==> src/rtl/pgwalk_pkg.sv <==
package pgwalk_pkg;
  localparam int VA_W  = 32;
  localparam int PA_W  = 36;
  localparam int ENT_W = 32;
  localparam int FC_W  = 10;

  typedef enum logic [1:0] {
    KIND_READ  = 2'd0,
    KIND_WRITE = 2'd1,
    KIND_FETCH = 2'd2,
    KIND_RSVD  = 2'd3
  } kind_e;

  localparam logic [1:0] ET_INVALID = 2'd0;
  localparam logic [1:0] ET_PTR     = 2'd1;
  localparam logic [1:0] ET_LEAF    = 2'd2;
  localparam logic [1:0] ET_RSVD    = 2'd3;

  localparam logic [2:0] FT_NONE    = 3'd0;
  localparam logic [2:0] FT_INVALID = 3'd1;
  localparam logic [2:0] FT_PROT    = 3'd2;
  localparam logic [2:0] FT_PRIV    = 3'd3;
  localparam logic [2:0] FT_XLATE   = 3'd4;

  localparam int BIT_REF = 5;
  localparam int BIT_MOD = 6;

  function automatic logic [FC_W-1:0] mk_code(input logic [1:0] lvl, input logic [2:0] ft);
    return {lvl, 3'b000, ft, 2'b00};
  endfunction
endpackage

==> src/rtl/pgwalk_rights.sv <==
module pgwalk_rights
  import pgwalk_pkg::*;
(
  input  kind_e      kind,
  input  logic       sup,
  input  logic [2:0] acc,
  output logic [2:0] ftype,
  output logic [2:0] rights
);
  // rights bit order: {read, write, execute}
  always_comb begin
    ftype = FT_NONE;
    if (!sup && acc[2:1] == 2'b11) begin
      ftype = FT_PRIV;
    end else begin
      unique case (kind)
        KIND_WRITE: begin
          if (acc == 3'd0 || acc == 3'd2 || acc == 3'd4) ftype = FT_PROT;
          else if (acc == 3'd5 && !sup) ftype = FT_PROT;
          else if (acc == 3'd6 && sup)  ftype = FT_PROT;
        end
        KIND_FETCH: begin
          if (acc == 3'd0 || acc == 3'd1 || acc == 3'd5) ftype = FT_PROT;
        end
        default: begin
          if (acc == 3'd4) ftype = FT_PROT;
        end
      endcase
    end
  end

  always_comb begin
    unique case (acc)
      3'd0: rights = 3'b100;
      3'd1: rights = 3'b110;
      3'd2: rights = 3'b101;
      3'd3: rights = 3'b111;
      3'd4: rights = 3'b001;
      3'd5: rights = sup ? 3'b110 : 3'b100;
      3'd6: rights = sup ? 3'b101 : 3'b000;
      default: rights = sup ? 3'b111 : 3'b000;
    endcase
  end
endmodule

==> src/rtl/pgwalk_fsr.sv <==
module pgwalk_fsr
  import pgwalk_pkg::*;
(
  input  logic            clk,
  input  logic            rst,
  input  logic            evt,
  input  logic [FC_W-1:0] code,
  input  logic [2:0]      aidx,
  input  logic [VA_W-1:0] va,
  input  logic            rd,
  output logic [31:0]     fsr_q,
  output logic [31:0]     far_q
);
  logic [31:0] base;
  assign base = (fsr_q != 32'd0) ? 32'd1 : 32'd0;

  always_ff @(posedge clk) begin
    if (rst) begin
      fsr_q <= '0;
      far_q <= '0;
    end else if (evt) begin
      fsr_q <= base | ({29'd0, aidx} << 5) | {{(32-FC_W){1'b0}}, code} | 32'd2;
      far_q <= va;
    end else if (rd) begin
      fsr_q <= '0;
    end
  end

  p_valid_after_fault_r8: assert property (@(posedge clk) disable iff (rst)
    evt |=> fsr_q[1]);
  p_overflow_mark_r8: assert property (@(posedge clk) disable iff (rst)
    (evt && fsr_q != 32'd0) |=> fsr_q[0]);
  p_read_clears_r9: assert property (@(posedge clk) disable iff (rst)
    (rd && !evt) |=> fsr_q == 32'd0);
endmodule

==> src/rtl/pgwalk_top.sv <==
module pgwalk_top
  import pgwalk_pkg::*;
#(
  parameter int CTX_W = 8
) (
  input  logic             clk,
  input  logic             rst,
  input  logic             req_valid,
  output logic             req_ready,
  input  logic [31:0]      req_vaddr,
  input  logic [1:0]       req_kind,
  input  logic             req_super,
  input  logic             req_bypass,
  output logic             rsp_valid,
  output logic             rsp_fault,
  output logic [35:0]      rsp_paddr,
  output logic [1:0]       rsp_size,
  output logic [2:0]       rsp_perm,
  output logic [9:0]       rsp_fcode,
  output logic             mem_req,
  output logic             mem_we,
  output logic [35:0]      mem_addr,
  output logic [31:0]      mem_wdata,
  input  logic             mem_ack,
  input  logic             mem_err,
  input  logic [31:0]      mem_rdata,
  input  logic [31:0]      ctx_ptr,
  input  logic [CTX_W-1:0] ctx_num,
  input  logic             nofault,
  input  logic             bootmode,
  input  logic [35:0]      prom_base,
  input  logic             fsr_rd,
  output logic [31:0]      fsr_q,
  output logic [31:0]      far_q
);
  localparam int ROM_OFS_W = 19;

  typedef enum logic [1:0] {S_IDLE, S_RD, S_WB, S_RSP} st_e;

  st_e             st;
  logic [1:0]      lvl;
  logic [VA_W-1:0] va;
  kind_e           kind;
  logic            sup;

  logic [2:0]      aidx;
  logic [2:0]      p_ftype, p_rights;
  logic [PA_W-1:0] ctx_addr, idx4, nxt_ptr, pg_off, leaf_pa;
  logic [ENT_W-1:0] upd;
  logic            d_fault, d_ptr, d_leaf;
  logic [FC_W-1:0] d_code;
  logic [2:0]      fin_rights;

  assign req_ready = (st == S_IDLE);
  assign rsp_valid = (st == S_RSP);
  assign mem_req   = (st == S_RD) || (st == S_WB);
  assign aidx      = {kind == KIND_WRITE, kind == KIND_FETCH, sup};

  assign ctx_addr = {ctx_ptr, 4'b0000} + ({{(PA_W-CTX_W){1'b0}}, ctx_num} << 2);

  pgwalk_rights u_rights (
    .kind   (kind),
    .sup    (sup),
    .acc    (mem_rdata[4:2]),
    .ftype  (p_ftype),
    .rights (p_rights)
  );

  always_comb begin
    unique case (lvl)
      2'd0:    idx4 = {26'd0, va[31:24], 2'b00};
      2'd1:    idx4 = {28'd0, va[23:18], 2'b00};
      default: idx4 = {28'd0, va[17:12], 2'b00};
    endcase
    unique case (lvl)
      2'd1:    pg_off = {12'd0, va[23:0]};
      2'd2:    pg_off = {18'd0, va[17:0]};
      default: pg_off = {24'd0, va[11:0]};
    endcase
  end

  assign nxt_ptr = {mem_rdata[31:2], 6'b000000} + idx4;
  assign leaf_pa = {mem_rdata[31:8], 12'h000} + pg_off;
  assign upd     = mem_rdata | (32'd1 << BIT_REF) | ((kind == KIND_WRITE) ? (32'd1 << BIT_MOD) : 32'd0);
  assign fin_rights = p_rights & ~(upd[BIT_MOD] ? 3'b000 : 3'b010);

  always_comb begin
    d_fault = 1'b0;
    d_ptr   = 1'b0;
    d_leaf  = 1'b0;
    d_code  = '0;
    if (st == S_RD && mem_ack) begin
      if (mem_err) begin
        d_fault = 1'b1;
        d_code  = mk_code(lvl, FT_XLATE);
      end else begin
        unique case (mem_rdata[1:0])
          ET_INVALID: begin
            d_fault = 1'b1;
            d_code  = mk_code(lvl, FT_INVALID);
          end
          ET_PTR: begin
            if (lvl == 2'd3) begin
              d_fault = 1'b1;
              d_code  = mk_code(lvl, FT_XLATE);
            end else begin
              d_ptr = 1'b1;
            end
          end
          ET_LEAF: begin
            if (lvl == 2'd0) begin
              d_fault = 1'b1;
              d_code  = mk_code(lvl, FT_XLATE);
            end else if (p_ftype != FT_NONE && !(nofault && !sup)) begin
              d_fault = 1'b1;
              d_code  = mk_code(2'd0, p_ftype);
            end else begin
              d_leaf = 1'b1;
            end
          end
          default: begin
            d_fault = 1'b1;
            d_code  = mk_code(lvl, FT_XLATE);
          end
        endcase
      end
    end
  end

  always_ff @(posedge clk) begin
    if (rst) begin
      st        <= S_IDLE;
      lvl       <= '0;
      va        <= '0;
      kind      <= KIND_READ;
      sup       <= 1'b0;
      mem_we    <= 1'b0;
      mem_addr  <= '0;
      mem_wdata <= '0;
      rsp_fault <= 1'b0;
      rsp_paddr <= '0;
      rsp_size  <= '0;
      rsp_perm  <= '0;
      rsp_fcode <= '0;
    end else begin
      unique case (st)
        S_IDLE: begin
          if (req_valid) begin
            va   <= req_vaddr;
            kind <= kind_e'(req_kind);
            sup  <= req_super;
            if (req_bypass) begin
              rsp_fault <= 1'b0;
              rsp_size  <= 2'd0;
              rsp_fcode <= '0;
              if (bootmode && kind_e'(req_kind) == KIND_FETCH) begin
                rsp_paddr <= prom_base | {{(PA_W-ROM_OFS_W){1'b0}}, req_vaddr[ROM_OFS_W-1:0]};
                rsp_perm  <= 3'b101;
              end else begin
                rsp_paddr <= {{(PA_W-VA_W){1'b0}}, req_vaddr};
                rsp_perm  <= 3'b111;
              end
              st <= S_RSP;
            end else begin
              mem_addr <= ctx_addr;
              mem_we   <= 1'b0;
              lvl      <= 2'd0;
              st       <= S_RD;
            end
          end
        end
        S_RD: begin
          if (d_fault) begin
            rsp_fault <= 1'b1;
            rsp_fcode <= d_code;
            rsp_paddr <= '0;
            rsp_size  <= '0;
            rsp_perm  <= '0;
            st        <= S_RSP;
          end else if (d_ptr) begin
            mem_addr <= nxt_ptr;
            lvl      <= lvl + 2'd1;
          end else if (d_leaf) begin
            rsp_fault <= 1'b0;
            rsp_fcode <= '0;
            rsp_paddr <= leaf_pa;
            rsp_size  <= 2'd3 - lvl;
            rsp_perm  <= fin_rights;
            if (upd != mem_rdata) begin
              mem_we    <= 1'b1;
              mem_wdata <= upd;
              st        <= S_WB;
            end else begin
              st <= S_RSP;
            end
          end
        end
        S_WB: begin
          if (mem_ack) begin
            mem_we <= 1'b0;
            st     <= S_RSP;
          end
        end
        default: st <= S_IDLE;
      endcase
    end
  end

  pgwalk_fsr u_fsr (
    .clk   (clk),
    .rst   (rst),
    .evt   (d_fault),
    .code  (d_code),
    .aidx  (aidx),
    .va    (va),
    .rd    (fsr_rd),
    .fsr_q (fsr_q),
    .far_q (far_q)
  );

  p_req_held_r12: assert property (@(posedge clk) disable iff (rst)
    (mem_req && !mem_ack) |=> (mem_req && $stable(mem_addr) && $stable(mem_we)));
  p_idle_after_rsp_r12: assert property (@(posedge clk) disable iff (rst)
    rsp_valid |=> (req_ready && !rsp_valid));
  p_wb_sets_ref_r6: assert property (@(posedge clk) disable iff (rst)
    (mem_req && mem_we) |-> mem_wdata[BIT_REF]);
  p_write_right_clean_r7: assert property (@(posedge clk) disable iff (rst)
    (rsp_valid && rsp_fault) |-> (rsp_perm == 3'b000));
endmodule

==> config.mk <==
export PLATFORM = sky130hd
export DESIGN_NAME = pgwalk_top
export DESIGN_NICKNAME = d
export VERILOG_FILES = /design/src/rtl/pgwalk_pkg.sv /design/src/rtl/pgwalk_rights.sv /design/src/rtl/pgwalk_fsr.sv /design/src/rtl/pgwalk_top.sv
export SDC_FILE = /design/constraint.sdc
export NUM_CORES = 1
export LEC_CHECK = 0
export BUFFER_PORTS_ARGS = -buffer_cell sky130_fd_sc_hd__buf_2
export CAP_MARGIN = 20
export CORE_MARGIN = 3
export CORE_UTILIZATION = 30
export DETAILED_ROUTE_END_ITERATION = 10
export PLACE_DENSITY = 0.55
export SYNTH_ARGS = -nofsm -noshare
export SYNTH_HDL_FRONTEND = slang
export SYNTH_SLANG_ARGS = --single-unit
==> constraint.sdc <==
create_clock -name clk -period 10.65 [get_ports clk]
set_clock_uncertainty 0.2 [all_clocks]
set_input_delay 2.13 -clock clk [delete_from_list [all_inputs] [get_ports clk]]
set_output_delay 2.13 -clock clk [all_outputs]
set_load 0.02 [all_outputs]
Word level (Yosys, flattened, before mapping)
Cells that the tools add are included.

operators by class
  muxes and demuxes = 97
  equal/unequal tests = 30
  add/sub/neg operators = 5
  reductions and logical operators = 29
  bitwise operators = 8

operators with widths
  kind                  number
  $mux W36              10
  $pmux W36 S2          2
  $mux W10              9
  $add A36 B36 Y36      2
  $mux W32              2
  $pmux W24 S2          1
  $mux W2               21
  $pmux W10 S2          2
  $add A36 B10 Y36      1
  $or A36 B19 Y36       1
  $ne A32 B32 Y1        1
  $or A32 B10 Y32       1
  $or A32 B7 Y32        1
  $or A32 B8 Y32        1
  $reduce_bool A32 Y1   1
  $mux W3               10
  $pmux W10 S3          1
  $mux W1               28
  $pmux W3 S7           1
  $eq A2 B2 Y1 const B  8
  $reduce_and A5 Y1     3
  $ne A2 B2 Y1 const B  7
  $pmux W3 S2           2
  $eq A3 B3 Y1 const B  3
  other kinds (26)      50

word-level totals
  flip-flop bits (word level) = 224
  bits of input ports = 152
  output and inout bits = 188
  logic and storage cells = 184

Logic depth before layout (Yosys ltp)
Gate-level depths: netlist of run 1.

  word-level depth = 18
  gate-level depth with buffers = 14
  gate-level depth less buffers = 14

Modules after synthesis
A second synthesis of run 1 with hierarchy kept.

unflattened totals
  cells, all modules = 1362
  area, all modules = 10782.8 um^2

by module, submodules not included
  module         times used  sequential area each (um^2)  cells each  area each (um^2)
  pgwalk_top     1           3062.9                       1169        8952.3
  pgwalk_fsr     1           840.8                        172         1707.9
  pgwalk_rights  1           0.0                          21          122.6

Least setup slack after synthesis of run 1
Ideal clock, no wire load.

  path kind = input to register
  from = in mem_rdata[8]
  to = reg rsp_paddr[30]
  path slack = 6364 ps
  data required time = 10315 ps
  arrival = 3951 ps
  buffers on the path = 0
  cell stages on the path = 10
  setup time = 135 ps
  cell sequence = ha_1 > inv_1 > fa_1 > nand2b_1 > a21oi_1 > o31a_1 > a21boi_1 > o31a_1 > o21ai_0 > a211oi_1

between the ends
  longest elaborated chain between the ends = 5

ends and longest elaborated chain
  item                    line               RTL
  start: declaration      pgwalk_top.sv:26   input logic [31:0] mem_rdata,
  $add A36 B36 Y36        pgwalk_top.sv:83   assign leaf_pa = {mem_rdata[31:8], 12'h000} + pg_off;
  $mux W36                pgwalk_top.sv:183  end else if (d_leaf) begin
  $mux W36                pgwalk_top.sv:180  end else if (d_ptr) begin
  $mux W36                pgwalk_top.sv:173  if (d_fault) begin
  $pmux W36 S2            pgwalk_top.sv:146  unique case (st)
  end signal: assignment  pgwalk_top.sv:157  rsp_paddr <= prom_base | {{(PA_W-ROM_OFS_W){1'b0}}, req_vaddr[ROM_OFS_W-1:0]};
  end signal: assignment  pgwalk_top.sv:160  rsp_paddr <= {{(PA_W-VA_W){1'b0}}, req_vaddr};
  end signal: assignment  pgwalk_top.sv:186  rsp_paddr <= leaf_pa;
  end: declaration        pgwalk_top.sv:16   output logic [35:0] rsp_paddr,

Every way passes these cells. The select of a mux whose other input is x is not followed.
A chain may end at the register's enable or synchronous reset.

Worst setup path in the final report of run 1
  from = in mem_rdata[0]
  to = reg mem_addr[26]

between the ends
  longest elaborated chain between the ends = 6
  elaborated cells between the ends (all ways) = 11
  classes of those cells = 4 x eq/ne; 6 x mux; 1 x reduce/logical

ends and longest elaborated chain
  item                                                 line               RTL
  $eq A2 B2 Y1 / $eq A2 B1 Y1 (equally long branches)  pgwalk_top.sv:97   unique case (mem_rdata[1:0])
  $pmux W1 S2 / $mux W1 (equally long branches)        pgwalk_top.sv:97
  $mux W1                                              pgwalk_top.sv:93   if (mem_err) begin
  $mux W1                                              pgwalk_top.sv:92   if (st == S_RD && mem_ack) begin
  $ne A2 B2 Y1 (no source line)                        -
  $reduce_and A5 Y1 (no source line) *                 -
  end signal: assignment                               pgwalk_top.sv:165  mem_addr <= ctx_addr;
  end signal: assignment                               pgwalk_top.sv:181  mem_addr <= nxt_ptr;
  end: declaration                                     pgwalk_top.sv:22   output logic [35:0] mem_addr,

Mark *: on every way between the ends. The rest lies on a longest branch, timed or not.

==> impl_metrics.py, run 1 <==
metrics = {
    "timing": {
        "fin_tns_setup_ps": 0,
        "slew_violations": 0,
        "fin_crit_sh_pct": 46.3,
        "slew_headroom_pct": 25.7,
        "max_freq_ghz": 0.203,
        "tightest_slew_ps": 1110,
        "rsz0062_at_grt": "no",
        "hold_viol": 0,
        "setup_viol": 0,
        "period_needed_ps": 4930,
    },
    "pwr": {
        "peakVddDrop_mv": 0.118,
        "cellLeakagePower_nw": 5.42,
        "finalPower_mw": 2.77,
        "power.density_nw_per_um2": 213,
    },
    "cts": {
        "cts-htree-levels": 4,
        "cts_buffers": 17,
        "clk_latency_ps": 450,
        "cts_resized": 0,
        "clock_sinks": 195,
        "cts-root-buf": "clkbuf_16",
        "hold_buffers": 0,
        "path_clk_slew_ps": 80,
        "cts_tree": "yes",
        "cts_buffer_depth": 2,
        "post-cts-setup-buffers": 0,
    },
    "finish": {
        "stdcell_area_um2": 13000,
        "area_growth_pct": 22.7,
        "drive_gt1_share_pct": 22.9,
        "nets": 1777,
        "num-fill-cells": 3667,
    },
    "drt": {
        "first_pass_iters": 6,
        "routed_wl_mm": 39.9,
        "route.detailed.drc": 0,
        "vias": 10691,
        "avgViaCountPerCell": 5.20,
        "first_iter_violations": 765,
        "ant_nets": 0,
        "drt-wirelength-per-cell_um": 19.4,
    },
    "synthesis": {
        "synth_top_area_share_pct": 36.9,
        "yosysSeqAreaShare_pct": 36.9,
        "ys_ff_latch": 195,
        "synth_edf_count": 0,
        "synth_ff_type": "dfxtp_1",
        "yosysMostFrequentCell": "nand2_1",
        "yosysTopAreaCell": "dfxtp_1",
        "synth-async-reset-ratio_pct": 0,
        "syn_inst": 1333,
        "synth.avg_cell_area_um2": 7.94,
        "synth_cell_type_count": 65,
        "synth.area.top_cells": "dfxtp_1, nand2_1, a21oi_1, ha_1, nor2_1",
        "syn_area_um2": 10600,
        "yosys-top-cells-count": "nand2_1, dfxtp_1, a21oi_1",
        "yosysWarnings": 0,
    },
    "status": {
        "outcome": "completed",
    },
    "die": {
        "dieArea_um2": 37600,
        "start_util_pct": 30.6,
        "pin_count": 340,
        "num_rows": 68,
        "die_x_um": 194,
        "dieHeight_um": 194,
        "core-area_um2": 34600,
    },
    "placed_design": {
        "hpwl_mm": 29.6,
        "gp_congestion": 0.883,
        "place_area_um2": 12400,
        "port_buffers": 310,
    },
    "worst_setup_path": {
        "worstSetupStartpointType": "primary input",
        "crit_top_cell": "nand2_1",
        "cp_top_family": "simple AND/OR/NAND/NOR gates",
        "worstPathRequired_ps": 10810,
        "worstSetupEndpointType": "flip-flop",
        "crit_type": "in -> reg",
        "cp.arrival_ps": 5090,
        "slowest_stage": "or3_1",
        "path_cells": "buf_2, inv_1, ha_1, nand2_1, nand4b_1, a22oi_1, a21o_1, buf_4, nand2_1, or3_1, o221ai_1",
        "cp_max_fo": 42,
        "critPathMaxStageDelay_ps": 540,
        "crit_buf_inv": 3,
    },
    "global_routing": {
        "grt_pass1_wl_mm": 60.3,
        "grt_pass1_vias": 10266,
        "antenna_found_initial": 7,
        "grt_max_degree": 132,
        "track_usage_pct": 20.4,
        "grt_overflow_total": 0,
    },
    "hold_path": {
        "min_path_type": "reg -> reg",
    },
    "flow_run": {
        "cap_violations": 0,
    },
}
-- cell type report --
cell class	instances	area [um2]	share of cell area, %
multi-input combinational	1017	6090	46.9
sequential	195	3900	30.1
timing repair buffer	324	1680	13.0
tap	455	569	4.38
clock buffer	17	425	3.28
clock inverter	14	195	1.50
inverter	30	113	0.867
antenna	4	10.0	0.0771
-- where the power goes --
part | internal, mW | switching (mW) | leakage (nW)
sequential | 0.870 | 0.0935 | 1.59
combinational | 0.353 | 0.750 | 3.52
clock | 0.379 | 0.324 | 0.307
total | 1.60 | 1.17 | 5.42
-- registers in the layout, indices dropped and copies added (netlist names) --
| name | flops |
|---|---|
| lvl | 2 |
| u_fsr.fsr_q | 10 |
| rsp_fcode | 5 |
| rsp_size | 2 |
| rsp_perm | 3 |
| sup | 1 |
| mem_addr | 34 |
| mem_wdata | 32 |
| kind | 2 |
| rsp_fault | 1 |
| st | 2 |
| rsp_paddr | 36 |
| mem_we | 1 |
| u_fsr.far_q | 32 |
| va | 32 |
-- metal layers --
metal  up-vias  GRT usage [%]  routed length [um]
met2       335           34.5               19400
met5         -              0                  34
met3        46           4.34                2130
met1      5120           26.1               17300
li1       5184              -                   -
met4         6           6.57                 941
-- worst register-to-register path: stages (launching register included) --
cell	delay, ps
dfxtp_1	520
inv_1	160
ha_1	410
nor2_1	360
a221o_1	290
ha_1	240
fa_1	230
a21o_1	170
a41oi_1	280
nor4_1	930
nand2_1	170
xnor2_1	240
o221ai_1	140
-- logic make-up (layout without fill, tap and decap cells) --
logic type	count (synthesis)	in the layout	synth area share, %
multiplexers	31	31	2.93
XOR/XNOR	64	64	5.30
adder cells (fa/ha/maj)	40	40	4.94
AND/OR/NAND/NOR	523	523	22.4
AO/OA/AOI/OAI	330	330	20.8
buffers and inverters	149	385	6.71
other	1	33	0.0354
flip-flops	195	195	36.9
-- layout by cell type, fill, tap and decap left out, types with 13 or more instances in the layout --
cell type,netlist,layout
a222oi_1,22,22
clkbuf_16,0,17
a211oi_1,44,44
nand3_1,42,42
buf_4,31,13
conb_1,1,29
o21ai_0,26,26
a21oi_1,137,136
mux2i_1,31,31
o211ai_1,26,26
nand4_1,18,18
xor2_1,30,30
a221oi_1,15,15
nand2_1,237,237
inv_1,30,30
and2_1,23,23
xnor2_1,34,34
buf_2,10,309
nor3_1,21,21
dfxtp_1,195,195
nor2_1,113,113
ha_1,37,36
-- worst paths after layout --
check	slack, ps	startpoint	end	depth (start not counted)
worst max-delay path	5720	mem_rdata[0]	mem_addr[26]	11
worst min-delay path	250	mem_addr[4]	mem_addr[4]	2
worst max register to register	6180	lvl[0]	mem_addr[28]	12
worst min register to register	250	mem_addr[4]	mem_addr[4]	2
-- metrics by stage --
| step | util, % | std cells | hold WS, ps | setup slack, ps |
|---|---|---|---|---|
| after floorplan | - | 1361 | 241 | 6360 |
| after global placement | 35.6 | 2020 | 237 | 5140 |
| after detailed placement | 35.7 | 2021 | 243 | 5340 |
| after CTS | 37.5 | 2052 | 253 | 5790 |
| after global routing | 37.5 | 2056 | 272 | 5500 |
| final | 37.5 | 2056 | 250 | 5720 |
(Power assumes the default switching activity.)
==> run 2: changes to the inputs <==
clock period = 4.9 ns   (was 10.65 ns; I/O delays follow)
==> impl_metrics.py, run 2 (synthesis results as in run 1) <==
metrics = {
    "status": {
        "outcome": "completed",
    },
    "worst_setup_path": {
        "worstReg2RegEnd": "mem_addr[24]",
        "worstSetupStartpointType": "flip-flop",
        "worstPathRequired_ps": 5000,
        "r2r_start": "lvl[0]",
        "cp.arrival_ps": 4110,
        "worstSetupEndpointType": "flip-flop",
        "crit_type": "reg -> reg",
        "ff2ff_setup_slack_ps": 890,
        "rr_worst_depth": 13,
        "cp_max_fo": 11,
    },
    "cts": {
        "cts-root-buf": "clkbuf_16",
        "path_clk_slew_ps": 80,
        "post-cts-setup-buffers": 0,
        "cts_buffers": 17,
        "cts_buffer_depth": 2,
        "cts_resized": 0,
        "clk_latency_ps": 460,
        "cts_tree": "yes",
        "hold_buffers": 0,
        "cts-htree-levels": 4,
        "clock_sinks": 195,
    },
    "pwr": {
        "peakVddDrop_mv": 0.281,
        "cellLeakagePower_nw": 5.44,
        "finalPower_mw": 5.95,
        "power.density_nw_per_um2": 458,
    },
    "drt": {
        "first_pass_iters": 6,
        "routed_wl_mm": 40.0,
        "highest_layer": "met5",
        "avgViaCountPerCell": 5.18,
        "ant_nets": 0,
        "drt-met1-wl_mm": 17.5,
        "route.detailed.drc": 0,
        "wl_met2_mm": 19.3,
        "wl_met3_mm": 2.37,
        "vias": 10696,
        "first_iter_violations": 817,
        "drt-wirelength-per-cell_um": 19.4,
    },
    "placed_design": {
        "hpwl_mm": 30.2,
        "place_area_um2": 12400,
        "port_buffers": 310,
        "gp_congestion": 0.898,
    },
    "timing": {
        "fin_crit_sh_pct": 81.8,
        "max_freq_ghz": 0.250,
        "slew_violations": 0,
        "rsz0062_at_grt": "no",
        "hold_viol": 0,
        "setup_viol": 0,
        "fin_tns_setup_ps": 0,
        "tightest_slew_ps": 1000,
        "period_needed_ps": 4010,
        "slew_headroom_pct": 32.7,
    },
    "finish": {
        "drive_gt1_share_pct": 23.2,
        "final_cell_mix": "buf_2, nand2_1, dfxtp_1",
        "stdcell_area_um2": 13000,
        "nets": 1784,
        "area_growth_pct": 22.9,
        "reg_top3": "rsp_paddr (36), mem_addr (34)",
        "largest_reg_flops": 36,
        "layout_commonest_cell": "buf_2",
        "regMostFlops": "rsp_paddr",
    },
    "flow_run": {
        "cap_violations": 0,
    },
    "global_routing": {
        "grt_pass1_wl_mm": 60.0,
        "grt_pass1_vias": 10076,
        "grt_max_degree": 114,
        "antenna_found_initial": 5,
        "grt_overflow_total": 0,
        "track_usage_pct": 20.4,
    },
    "hold_path": {
        "hp-start": "u_fsr.far_q[9]",
        "hold_end": "u_fsr.far_q[9]",
        "whs_path_depth": 2,
        "min_path_type": "reg -> reg",
    },
    "die": {
        "die_x_um": 194,
        "num_rows": 68,
        "start_util_pct": 30.6,
        "dieArea_um2": 37600,
        "dieHeight_um": 194,
        "pin_count": 340,
        "core-area_um2": 34600,
    },
}
==> run 2: cell types whose count changed in the layout (fill, tap and decap cells not counted) <==
cell        before  now
clkinv_4         3    1
bufinv_16        3    1
inv_8            5    2
buf_16           1    0
diode_2          4    3
clkinv_8         0    3
clkinvlp_4       0    1
buf_4           13   21
clkbuf_8         0    1
inv_6            2    5
==> run 2: layer usage <==
metal,vias up,GRT usage [%]
li1,5201,-
met4,4,6.06
met1,5090,26.5
met2,360,34.0
met3,41,4.64
met5,-,0
==> run 2: worst max-delay path by stage <==
stage / endpoint / start / slack [ps]
after floorplan: mem_addr[26] / lvl[0] / 1520
after global placement: mem_addr[27] / mem_rdata[0] / 1090
after detailed placement: mem_addr[24] / lvl[0] / 950
after CTS: mem_addr[24] / lvl[0] / 900
after global routing: mem_addr[24] / lvl[0] / 550
final: mem_addr[24] / lvl[0] / 890
==> run 2: area by class of cell <==
class | count | area [um2]
clock inverter | 14 | 166
fill | 3685 | 21600
timing repair buffer | 331 | 1720
clock buffer | 18 | 439
multi-input combinational | 1017 | 6090
antenna | 3 | 7.51
sequential | 195 | 3900
inverter | 30 | 113
tap | 455 | 569
==> run 2: where the power goes <==
group	switching (mW)	internal (mW)	leakage [nW]
Sequential	0.213	1.89	1.59
Combinational	1.61	0.762	3.55
Clock	0.731	0.744	0.294
==> run 2: through the flow <==
| step | hold slack [ps] | worst slack, ps | std cells | util (%) |
|---|---|---|---|---|
| 2_1_floorplan | 241 | 1520 | 1361 | - |
| 3_3_place_gp | 240 | 1090 | 2027 | 35.8 |
| 5_1_grt | 270 | 548 | 2063 | 37.6 |
| 6_report | 252 | 893 | 2063 | 37.6 |
| 3_5_place_dp | 244 | 945 | 2027 | 35.8 |
| 4_1_cts | 256 | 904 | 2059 | 37.5 |
==> run 2: worst max-delay path, cell delays in order (launching register included) <==
cell and delay (ps):
dfxtp_1 430, inv_1 120, ha_1 350, nor2_1 350
a221o_1 260, ha_1 210, fa_1 230, a21o_1 170
a41oi_1 240, nor4_1 820, xnor2_1 190, nand2_1 70
o211ai_1 120, a21oi_1 90
==> run 3: changes to the inputs <==
clock period = 3.9 ns   (was 4.9 ns; I/O delays follow)
==> impl_metrics.py, run 3 (synthesis results as in run 1) <==
metrics = {
    "status": {
        "outcome": "completed",
    },
    "finish": {
        "drive_gt1_share_pct": 23.9,
        "largest_reg_flops": 36,
        "layout_commonest_cell": "buf_2",
        "nets": 1795,
        "final_cell_mix": "buf_2, nand2_1, dfxtp_1",
        "reg_top3": "rsp_paddr (36), mem_addr (34)",
        "regMostFlops": "rsp_paddr",
        "area_growth_pct": 24.3,
        "stdcell_area_um2": 13200,
        "final_util_pct": 38.0,
    },
    "worst_setup_path": {
        "rr_worst_depth": 12,
        "crit_end": "mem_addr[26]",
        "crit_type": "reg -> reg",
        "worstSetupStartpointType": "flip-flop",
        "worstReg2RegEnd": "mem_addr[26]",
        "worstSetupEndpointType": "flip-flop",
        "ff2ff_setup_slack_ps": 260,
        "cp_max_fo": 8,
        "worstPathRequired_ps": 4030,
        "r2r_start": "lvl[1]",
        "cp-startpoint": "lvl[1]",
        "cp.arrival_ps": 3760,
    },
    "die": {
        "die_x_um": 194,
        "core-area_um2": 34600,
        "pin_count": 340,
        "start_util_pct": 30.6,
        "dieHeight_um": 194,
        "dieArea_um2": 37600,
        "num_rows": 68,
    },
    "cts": {
        "clock_sinks": 195,
        "cts_buffers": 17,
        "cts-root-buf": "clkbuf_16",
        "clk_latency_ps": 460,
        "path_clk_slew_ps": 80,
        "cts_buffer_depth": 2,
        "hold_buffers": 0,
        "cts_tree": "yes",
        "cts-htree-levels": 4,
    },
    "placed_design": {
        "gp_congestion": 0.905,
        "place_area_um2": 12500,
        "port_buffers": 310,
        "hpwl_mm": 30.2,
    },
    "timing": {
        "tightest_slew_ps": 1090,
        "slew_violations": 0,
        "fin_crit_sh_pct": 93.3,
        "fin_tns_setup_ps": 0,
        "setup_viol": 0,
        "period_needed_ps": 3640,
        "hold_viol": 0,
        "rsz0062_at_grt": "no",
        "max_freq_ghz": 0.275,
        "slew_headroom_pct": 27.1,
    },
    "drt": {
        "vias": 10735,
        "ant_nets": 0,
        "avgViaCountPerCell": 5.18,
        "routed_wl_mm": 40.2,
        "drt-wirelength-per-cell_um": 19.4,
        "route.detailed.drc": 0,
        "first_iter_violations": 713,
        "first_pass_iters": 6,
    },
    "global_routing": {
        "grt_overflow_total": 0,
        "grt_max_degree": 79,
        "grt_pass1_vias": 10513,
        "track_usage_pct": 20.6,
        "grt_pass1_wl_mm": 61.1,
        "antenna_found_initial": 2,
    },
    "hold_path": {
        "min_path_type": "reg -> reg",
    },
    "pwr": {
        "power.density_nw_per_um2": 574,
        "cellLeakagePower_nw": 5.51,
        "peakVddDrop_mv": 0.350,
    },
    "flow_run": {
        "cap_violations": 0,
    },
}
[run 3: cell type report]
cell class                      count  area (um2)
Sequential cell                   195        3900
Clock inverter                     14         164
Fill cell                        3635       21500
Tap cell                          455         569
Inverter                           30         113
Antenna cell                        1        2.50
Multi-Input combinational cell   1017        6100
Clock buffer                       18         439
Timing Repair Buffer              342        1860
[run 3: stage by stage]
stage / hold WS [ps] / setup slack (ps) / total power, mW / std cells
final: 254 / 263 / 7.55 / 2072
after CTS: 256 / 77.6 / 7.63 / 2069
after global placement: 237 / 296 / 5.76 / 2037
after global routing: 269 / 56.0 / 8.01 / 2072
after floorplan: 241 / 522 / 4.61 / 1361
after detailed placement: 244 / 157 / 5.79 / 2037
[run 3: repair_timing]
item	in CTS	in global routing
setup endpoints to repair	0	7
gates resized for setup	0	3
endpoints found under the hold margin	0	0
setup buffers	0	2
[run 3: power by group]
| part | internal, mW | switching [mW] | leakage (nW) |
|---|---|---|---|
| registers | 2.37 | 0.261 | 1.59 |
| logic | 1.04 | 2.06 | 3.63 |
| clock network | 0.880 | 0.943 | 0.290 |
| total | 4.29 | 3.26 | 5.51 |
[run 3: critical path: stages (launching register included)]
cell	delay, ps
dfxtp_1	340
inv_1	80
ha_1	280
nor2_1	330
a221o_1	260
ha_1	220
fa_1	220
a21o_1	150
a41oi_1	280
nor4_2	640
nand3_1	190
xor2_1	170
o221ai_1	130
[run 3: worst min-delay path by stage]
| stage | startpoint | endpoint | slack, ps | depth (start not counted) |
|---|---|---|---|---|
| 2_1_floorplan | va[18] | u_fsr.far_q[18] | 240 | 2 |
| 3_3_place_gp | mem_addr[12] | mem_addr[12] | 240 | 2 |
| 3_5_place_dp | rsp_size[1] | rsp_size[1] | 240 | 2 |
| 4_1_cts | u_fsr.far_q[18] | u_fsr.far_q[18] | 260 | 2 |
| 5_1_grt | u_fsr.far_q[1] | u_fsr.far_q[1] | 270 | 2 |
| 6_report | u_fsr.far_q[1] | u_fsr.far_q[1] | 250 | 2 |
[run 3: metal layers]
metal	vias up	share of wire [%]	track usage, %
li1	5206	-	-
met1	5132	43	26.3
met2	336	48	34.5
met3	59	5.6	4.62
met4	2	2.6	6.97
met5	-	0.017	0
